### config.mk
export PLATFORM = sky130hd
export DESIGN_NAME = shutter_seq_gen
export DESIGN_NICKNAME = d
export VERILOG_FILES = /design/src/rtl/shutter_seq_pkg.sv /design/src/rtl/shutter_seq_regs.sv /design/src/rtl/shutter_start_sel.sv /design/src/rtl/shutter_timer.sv /design/src/rtl/shutter_seq_gen.sv
export SDC_FILE = /design/constraint.sdc
export NUM_CORES = 1
export LEC_CHECK = 0
export ABC_AREA = 1
export CORE_AREA = 2 2 97 169
export CTS_CLUSTER_SIZE = 16
export DETAILED_ROUTE_END_ITERATION = 6
export DIE_AREA = 0 0 99 171
export PLACE_DENSITY = 0.73
export REMOVE_ABC_BUFFERS = 1
export SETUP_SLACK_MARGIN = 0.1
export SLEW_MARGIN = 10
export SYNTH_ARGS = -nofsm -noshare
export SYNTH_HDL_FRONTEND = slang
export SYNTH_SLANG_ARGS = --single-unit
export TNS_END_PERCENT = 30
### constraint.sdc
create_clock -name clk_i -period 4.37 [get_ports clk_i]
set_input_delay 0.874 -clock clk_i [delete_from_list [all_inputs] [get_ports clk_i]]
set_output_delay 0.874 -clock clk_i [all_outputs]
set_load 0.005 [all_outputs]
### src/rtl/shutter_seq_pkg.sv
package shutter_seq_pkg;
  localparam int unsigned ADDR_W = 3;
  typedef enum logic [ADDR_W-1:0] {
    ADR_CTRL   = 3'd0,
    ADR_SEL    = 3'd1,
    ADR_PERIOD = 3'd2,
    ADR_T_ON   = 3'd3,
    ADR_T_VREL = 3'd4,
    ADR_T_OFF  = 3'd5,
    ADR_RUN    = 3'd6
  } reg_addr_e;
endpackage

### src/rtl/shutter_seq_regs.sv
module shutter_seq_regs
  import shutter_seq_pkg::*;
#(
  parameter int unsigned DATA_W = 32,
  parameter int unsigned CNT_W  = 16,
  parameter int unsigned SEL_W  = 3
) (
  input  logic                  clk_i,
  input  logic                  rst_ni,
  input  logic                  wr_en_i,
  input  logic [ADDR_W-1:0]     addr_i,
  input  logic [DATA_W-1:0]     wdata_i,
  output logic [DATA_W-1:0]     rdata_o,
  output logic                  en_o,
  output logic [SEL_W-1:0]      sel_o,
  output logic [CNT_W-1:0]      period_o,
  output logic [CNT_W-1:0]      t_on_o,
  output logic [CNT_W-1:0]      t_vrel_o,
  output logic [CNT_W-1:0]      t_off_o,
  output logic                  run_active_o,
  output logic                  sync_o
);
  always_ff @(posedge clk_i) begin
    if (!rst_ni) begin
      en_o         <= 1'b0;
      sel_o        <= '0;
      period_o     <= '0;
      t_on_o       <= '0;
      t_vrel_o     <= '0;
      t_off_o      <= '0;
      run_active_o <= 1'b0;
      sync_o       <= 1'b0;
    end else begin
      sync_o <= 1'b0;
      if (wr_en_i) begin
        case (reg_addr_e'(addr_i))
          ADR_CTRL:   en_o     <= wdata_i[0];
          ADR_SEL:    sel_o    <= wdata_i[SEL_W-1:0];
          ADR_PERIOD: period_o <= wdata_i[CNT_W-1:0];
          ADR_T_ON:   t_on_o   <= wdata_i[CNT_W-1:0];
          ADR_T_VREL: t_vrel_o <= wdata_i[CNT_W-1:0];
          ADR_T_OFF:  t_off_o  <= wdata_i[CNT_W-1:0];
          ADR_RUN: begin
            run_active_o <= wdata_i[0];
            sync_o       <= wdata_i[0];
          end
          default: ;
        endcase
      end
    end
  end

  always_comb begin
    rdata_o = '0;
    case (reg_addr_e'(addr_i))
      ADR_CTRL:   rdata_o = DATA_W'(en_o);
      ADR_SEL:    rdata_o = DATA_W'(sel_o);
      ADR_PERIOD: rdata_o = DATA_W'(period_o);
      ADR_T_ON:   rdata_o = DATA_W'(t_on_o);
      ADR_T_VREL: rdata_o = DATA_W'(t_vrel_o);
      ADR_T_OFF:  rdata_o = DATA_W'(t_off_o);
      ADR_RUN:    rdata_o = DATA_W'(run_active_o);
      default:    rdata_o = '0;
    endcase
  end
endmodule

### src/rtl/shutter_start_sel.sv
module shutter_start_sel #(
  parameter int unsigned NUM_TRIG = 6,
  parameter int unsigned CNT_W    = 16,
  parameter int unsigned SEL_W    = 3
) (
  input  logic                clk_i,
  input  logic                rst_ni,
  input  logic                en_i,
  input  logic                strobe_i,
  input  logic [NUM_TRIG-1:0] trig_i,
  input  logic [SEL_W-1:0]    sel_i,
  input  logic [CNT_W-1:0]    period_i,
  output logic                start_o
);
  logic             use_int;
  logic             gen_run;
  logic             tick;
  logic             trig_pick;
  logic [CNT_W-1:0] gen_cnt;
  logic [NUM_TRIG-1:0] hit;

  assign use_int = (sel_i >= SEL_W'(NUM_TRIG));
  assign gen_run = en_i && use_int && (period_i != '0);
  assign tick    = gen_run && strobe_i && (gen_cnt >= period_i - CNT_W'(1));

  always_ff @(posedge clk_i) begin
    if (!rst_ni || !gen_run) begin
      gen_cnt <= '0;
    end else if (strobe_i) begin
      if (tick) gen_cnt <= '0;
      else      gen_cnt <= gen_cnt + CNT_W'(1);
    end
  end

  for (genvar i = 0; i < NUM_TRIG; i++) begin : g_pick
    assign hit[i] = trig_i[i] && (sel_i == SEL_W'(i));
  end
  assign trig_pick = |hit;

  assign start_o = en_i && (use_int ? tick : trig_pick);
endmodule

### src/rtl/shutter_timer.sv
module shutter_timer #(
  parameter int unsigned CNT_W = 16
) (
  input  logic             clk_i,
  input  logic             rst_ni,
  input  logic             en_i,
  input  logic             strobe_i,
  input  logic             start_i,
  input  logic [CNT_W-1:0] t_on_i,
  input  logic [CNT_W-1:0] t_vrel_i,
  input  logic [CNT_W-1:0] t_off_i,
  output logic             shutter_o,
  output logic             veto_o,
  output logic             busy_o,
  output logic [CNT_W-1:0] cnt_o
);
  logic in_win;

  always_ff @(posedge clk_i) begin
    if (!rst_ni || !en_i) begin
      busy_o <= 1'b0;
      cnt_o  <= '0;
    end else if (busy_o) begin
      if (cnt_o >= t_off_i) begin
        busy_o <= 1'b0;
        cnt_o  <= '0;
      end else if (strobe_i) begin
        cnt_o <= cnt_o + CNT_W'(1);
      end
    end else if (start_i) begin
      busy_o <= 1'b1;
      cnt_o  <= '0;
    end
  end

  assign in_win    = busy_o && (cnt_o < t_off_i);
  assign shutter_o = in_win && (cnt_o >= t_on_i);
  assign veto_o    = !(in_win && (cnt_o >= t_vrel_i));
endmodule

### src/rtl/shutter_seq_gen.sv
module shutter_seq_gen
  import shutter_seq_pkg::*;
#(
  parameter int unsigned NUM_TRIG = 6,
  parameter int unsigned DATA_W   = 32,
  parameter int unsigned CNT_W    = 16
) (
  input  logic                clk_i,
  input  logic                rst_ni,
  input  logic                strobe_i,
  input  logic [NUM_TRIG-1:0] trig_i,
  input  logic                reg_wr_en_i,
  input  logic [ADDR_W-1:0]   reg_addr_i,
  input  logic [DATA_W-1:0]   reg_wdata_i,
  output logic [DATA_W-1:0]   reg_rd_data_o,
  output logic                shutter_o,
  output logic                veto_o,
  output logic                run_active_o,
  output logic                sync_o
);
  localparam int unsigned SEL_W = $clog2(NUM_TRIG + 1);

  logic             ctrl_en;
  logic [SEL_W-1:0] src_sel;
  logic [CNT_W-1:0] gen_period;
  logic [CNT_W-1:0] t_on;
  logic [CNT_W-1:0] t_vrel;
  logic [CNT_W-1:0] t_off;
  logic             start_evt;
  logic             busy;
  logic [CNT_W-1:0] step_cnt;

  shutter_seq_regs #(.DATA_W(DATA_W), .CNT_W(CNT_W), .SEL_W(SEL_W)) regs_i (
    .clk_i, .rst_ni,
    .wr_en_i(reg_wr_en_i), .addr_i(reg_addr_i), .wdata_i(reg_wdata_i),
    .rdata_o(reg_rd_data_o),
    .en_o(ctrl_en), .sel_o(src_sel), .period_o(gen_period),
    .t_on_o(t_on), .t_vrel_o(t_vrel), .t_off_o(t_off),
    .run_active_o(run_active_o), .sync_o(sync_o)
  );

  shutter_start_sel #(.NUM_TRIG(NUM_TRIG), .CNT_W(CNT_W), .SEL_W(SEL_W)) start_i (
    .clk_i, .rst_ni,
    .en_i(ctrl_en), .strobe_i(strobe_i), .trig_i(trig_i),
    .sel_i(src_sel), .period_i(gen_period), .start_o(start_evt)
  );

  shutter_timer #(.CNT_W(CNT_W)) timer_i (
    .clk_i, .rst_ni,
    .en_i(ctrl_en), .strobe_i(strobe_i), .start_i(start_evt),
    .t_on_i(t_on), .t_vrel_i(t_vrel), .t_off_i(t_off),
    .shutter_o(shutter_o), .veto_o(veto_o),
    .busy_o(busy), .cnt_o(step_cnt)
  );
endmodule

==> impl_metrics.ini, run 1 <==
[setup_path]
worstReg2RegEnd = timer_i.cnt_o[8]
critical_path.slowest_cell = sky130_fd_sc_hd__clkdlybuf4s50_1
crit_path_frequent_cell = sky130_fd_sc_hd__clkdlybuf4s50_1
timing.reg2reg.worst_path_depth = 20
worstPathArrival_ns = 2.97
cp.buffers_inverters = 4
timing.critical_path.cells = clkdlybuf4s50_1 -> inv_2 -> nand2_2 -> buf_4 -> o21ai_0 -> a221oi_1 -> nand4_1 -> clkdlybuf4s50_1
critical_path.max_stage_delay_ns = 0.62
worstPathMaxFanout = 13
worst_setup_path_end_kind = output pin
regToRegSetupSlack_ns = 1.08
timing.critical_path.depth = 8
critical_path_start_type = input port
criticalPathCategory = input port to output pin
crit_family = buffers and inverters
worst-endpoint-required_ns = 3.50
worst_r2r_startpoint = regs_i.period_o[2]

[floorplan]
start_util_pct = 43.7
io-pin-count = 81
die-width_um = 99
rows = 61
fp.dieArea_um2 = 16900
placeableCoreArea_um2 = 15600
die_height_um = 171

[global_routing]
grt.total_usage_pct = 21.4
grt_max_degree = 60
antenna_found_initial = 0
grt.overflow.total = 0
via_count_of_the_first_global_routing_pass = 6143
grt_first_pass_wirelength_um = 28800

[timing]
tightest_slew_ns = 1.02
timing.final.crit_share_pct = 88.1
finalMaxSlewViolations = 0
rsz0062_at_grt = false
fin_worst_skew_ns = 0.00683
maxSlewHeadroom_pct = 31.6
period_needed_ns = 3.85
max_clock_freq_mhz = 260
finalSetupTns_ns = 0
setup_violations = 0
timing_hold_violations_final = 0

[layout]
final-instance-count-excl-fill = 1187
area_taken_by_multi_input_logic_gates_um2 = 4050
fillCellCount = 1571
layout-drive-gt1-share_pct = 7.52
antenna-diode-count = 0
final_nets = 1105
area_growth_pct = 12.1
register_area_um2 = 2060

[flow_run]
max_cap_violation_count = 0

[route]
postRouteWirelength_um = 17600
antenna_left = 0
number_of_vias_in_the_routed_layout = 6275
detail_route.drc_violations = 0
routed.top_layer = met4
routedWlPerCell_um = 14.8
met3_wirelength_um = 652
wl_met1_um = 6870
detailroute.wirelength.met2_um = 9400
post_drt_via_cell_ratio = 5.29
detail_route.first_pass.iterations = 6
detailedRoute.firstIterationViolations = 371

[pwr]
switching_share_of_power_pct = 27.5
power.ir.vdd_worst_uv = 172
power.internal_mw = 1.52
power.share.sequential_pct = 46.5
cellPowerDensity_nw_per_um2 = 274
power.switching_uw = 577
share_comb_of_total_power_pct = 14.6
clkPwrFrac_pct = 38.9
leakagePower_nw = 3.30

[synth]
synth-edff-count = 0
synth-async-reset-ratio_pct = 0
synthTopCellsByCount = 159 x sky130_fd_sc_hd__nand2_1, 127 x sky130_fd_sc_hd__inv_1, 113 x sky130_fd_sc_hd__a21oi_1, 103 x sky130_fd_sc_hd__dfxtp_1, 91 x sky130_fd_sc_hd__nor2_1
synthesized_area_um2 = 6840
yosys.area.top_type_share_pct = 30.1
synthesized_area_fraction_occupied_by_xor_and_xnor_cells_pct = 3.84
post_synth_fa_ha_maj_area_fraction_pct = 12.3
number_of_flip_flops_and_latches_in_the_synthesized_netlist = 103
distinct_cell_type_count_after_synthesis = 37
synth.most_common_cell = sky130_fd_sc_hd__nand2_1
yosysWarnings = 0
yosys-mux-area-fraction_pct = 0
synth_compound_area_share_pct = 18.1
dominantRegCellSynth = sky130_fd_sc_hd__dfxtp_1
synth.avg_cell_area_um2 = 7.12
synth_top_family_by_area = simple AND/OR/NAND/NOR gates
synthTopCellsByArea = sky130_fd_sc_hd__dfxtp_1 30%, sky130_fd_sc_hd__ha_1 12%, sky130_fd_sc_hd__nand2_1 8.7%
synthesis.instances = 961
synth_sequential_area_ratio_pct = 30.1
yosys.area.top_type = sky130_fd_sc_hd__dfxtp_1
synth_simple_gate_area_share_pct = 24.1

[hold_path]
holdPathStages = 2
worstHoldPathType = flop to flop
holdPathEnd = regs_i.t_on_o[7]
hold_start = regs_i.t_on_o[7]

[cts]
cts-buffers-inserted = 9
clk-insertion-delay-late_ns = 0.35
htree_num_levels = 3
hold_buffers = 0
tritoncts_clock_tree = done
cts_root_buffer = sky130_fd_sc_hd__clkbuf_16
cts.repair_timing.setup_buffer_count = 0
cts.sinks = 103
clk_path_buf_depth = 2
clk_pin_slew_ns = 0.07
post_cts_resized = 0

[placement]
placed_cells_incl_taps = 1171
placement.io_buffers = 48
dp_hpwl_um = 13400
gp_congestion = 0.856

[outcome]
outcome = finished, final reports clean
layout by cell type (no fill, tap or decap), types with 7 or more instances in the layout:
master / n
sky130_fd_sc_hd__nand2_1: 159
sky130_fd_sc_hd__inv_1: 127
sky130_fd_sc_hd__a21oi_1: 113
sky130_fd_sc_hd__dfxtp_1: 103
sky130_fd_sc_hd__nor2_1: 91
sky130_fd_sc_hd__o21ai_0: 80
sky130_fd_sc_hd__ha_1: 67
sky130_fd_sc_hd__clkdlybuf4s50_1: 48
sky130_fd_sc_hd__nand3_1: 31
sky130_fd_sc_hd__xor2_1: 24
sky130_fd_sc_hd__conb_1: 16
sky130_fd_sc_hd__nand3_2: 15
sky130_fd_sc_hd__nand4_1: 15
sky130_fd_sc_hd__nor3_1: 13
sky130_fd_sc_hd__o2111ai_1: 13
sky130_fd_sc_hd__clkbuf_16: 9
sky130_fd_sc_hd__nor2_2: 8
sky130_fd_sc_hd__a21oi_2: 8
sky130_fd_sc_hd__buf_4: 7
worst max-delay path by stage:
| stage | startpoint | end | slack, ns |
|---|---|---|---|
| after floorplan | regs_i.period_o[2] | timer_i.cnt_o[8] | 1.60 |
| after global placement | reg_addr_i[2] | reg_rd_data_o[0] | 0.55 |
| after detailed placement | reg_addr_i[2] | reg_rd_data_o[0] | 0.56 |
| after CTS | reg_addr_i[2] | reg_rd_data_o[0] | 0.54 |
| after global routing | reg_addr_i[0] | reg_rd_data_o[1] | 0.45 |
| final | reg_addr_i[2] | reg_rd_data_o[0] | 0.52 |
flip-flops by register name, summed over array words and instances (netlist names), 3 cells and up:
register and flops:
regs_i.t_on_o 16, regs_i.period_o 16, regs_i.sel_o 3, start_i.gen_cnt 16, regs_i.t_off_o 16, timer_i.cnt_o 16
regs_i.t_vrel_o 16
layer usage:
| layer | vias to the layer above | track usage (%) |
|---|---|---|
| met5 | - | 0 |
| met4 | 0 | 10.8 |
| met3 | 39 | 2.57 |
| met2 | 159 | 39.9 |
| met1 | 2860 | 23.3 |
| li1 | 3217 | - |
logic make-up after synthesis:
group / count (synthesis)
simple gates: 353
compound gates: 226
buf+inv: 181
flops: 103
fa+ha+maj: 67
xor+xnor: 30
other cells: 1
tightest hold or removal path: cells and delay by family (launching register included):
family / cells / cell delay, ns
DFF: 1 / 0.31
AOI/OAI and AO/OA: 1 / 0.06
buffers and inverters: 1 / 0.07
through the flow:
step	power (mW)	area, µm²	setup WS (ns)	utilization [%]	hold WS [ns]
after floorplan	1.19	6610	1.60	-	0.447
after global placement	1.30	7380	0.548	47.2	0.466
after detailed placement	1.30	7380	0.559	47.2	0.472
after CTS	2.11	7670	0.535	49.0	0.483
after global routing	2.20	7670	0.450	49.0	0.503
final	2.10	7670	0.522	49.0	0.484
power by group through the flow:
| stage | Clock, mW | Combinational [mW] | Sequential (mW) |
|---|---|---|---|
| 2_1_floorplan | 0 | 0.194 | 0.993 |
| 3_3_place_gp | 0 | 0.299 | 0.996 |
| 3_5_place_dp | 0 | 0.304 | 0.997 |
| 4_1_cts | 0.829 | 0.306 | 0.975 |
| 5_1_grt | 0.870 | 0.348 | 0.978 |
| 6_report | 0.816 | 0.307 | 0.976 |
layout make-up:
type	instances	share of cell area, %
clock buffer	11	3.03
clock inverter	5	0.767
inverter	132	6.46
multi-input combinational	692	52.8
sequential	103	26.9
tap	189	3.08
timing repair buffer	55	6.95
No activity file was read; power rests on OpenSTA's default activity.
==> run 2: changes to the inputs <==
--- a/config.mk
+++ b/config.mk
@@ -7,7 +7,8 @@
 export LEC_CHECK = 0
 export ABC_AREA = 1
 export CORE_AREA = 2 2 97 169
-export CTS_CLUSTER_SIZE = 16
+export CTS_CLUSTER_DIAMETER = 100
+export CTS_CLUSTER_SIZE = 14
 export DETAILED_ROUTE_END_ITERATION = 6
 export DIE_AREA = 0 0 99 171
 export PLACE_DENSITY = 0.73
==> results of run 2 <==
The final DEF is identical to that of run 1; final timing and power are the same.
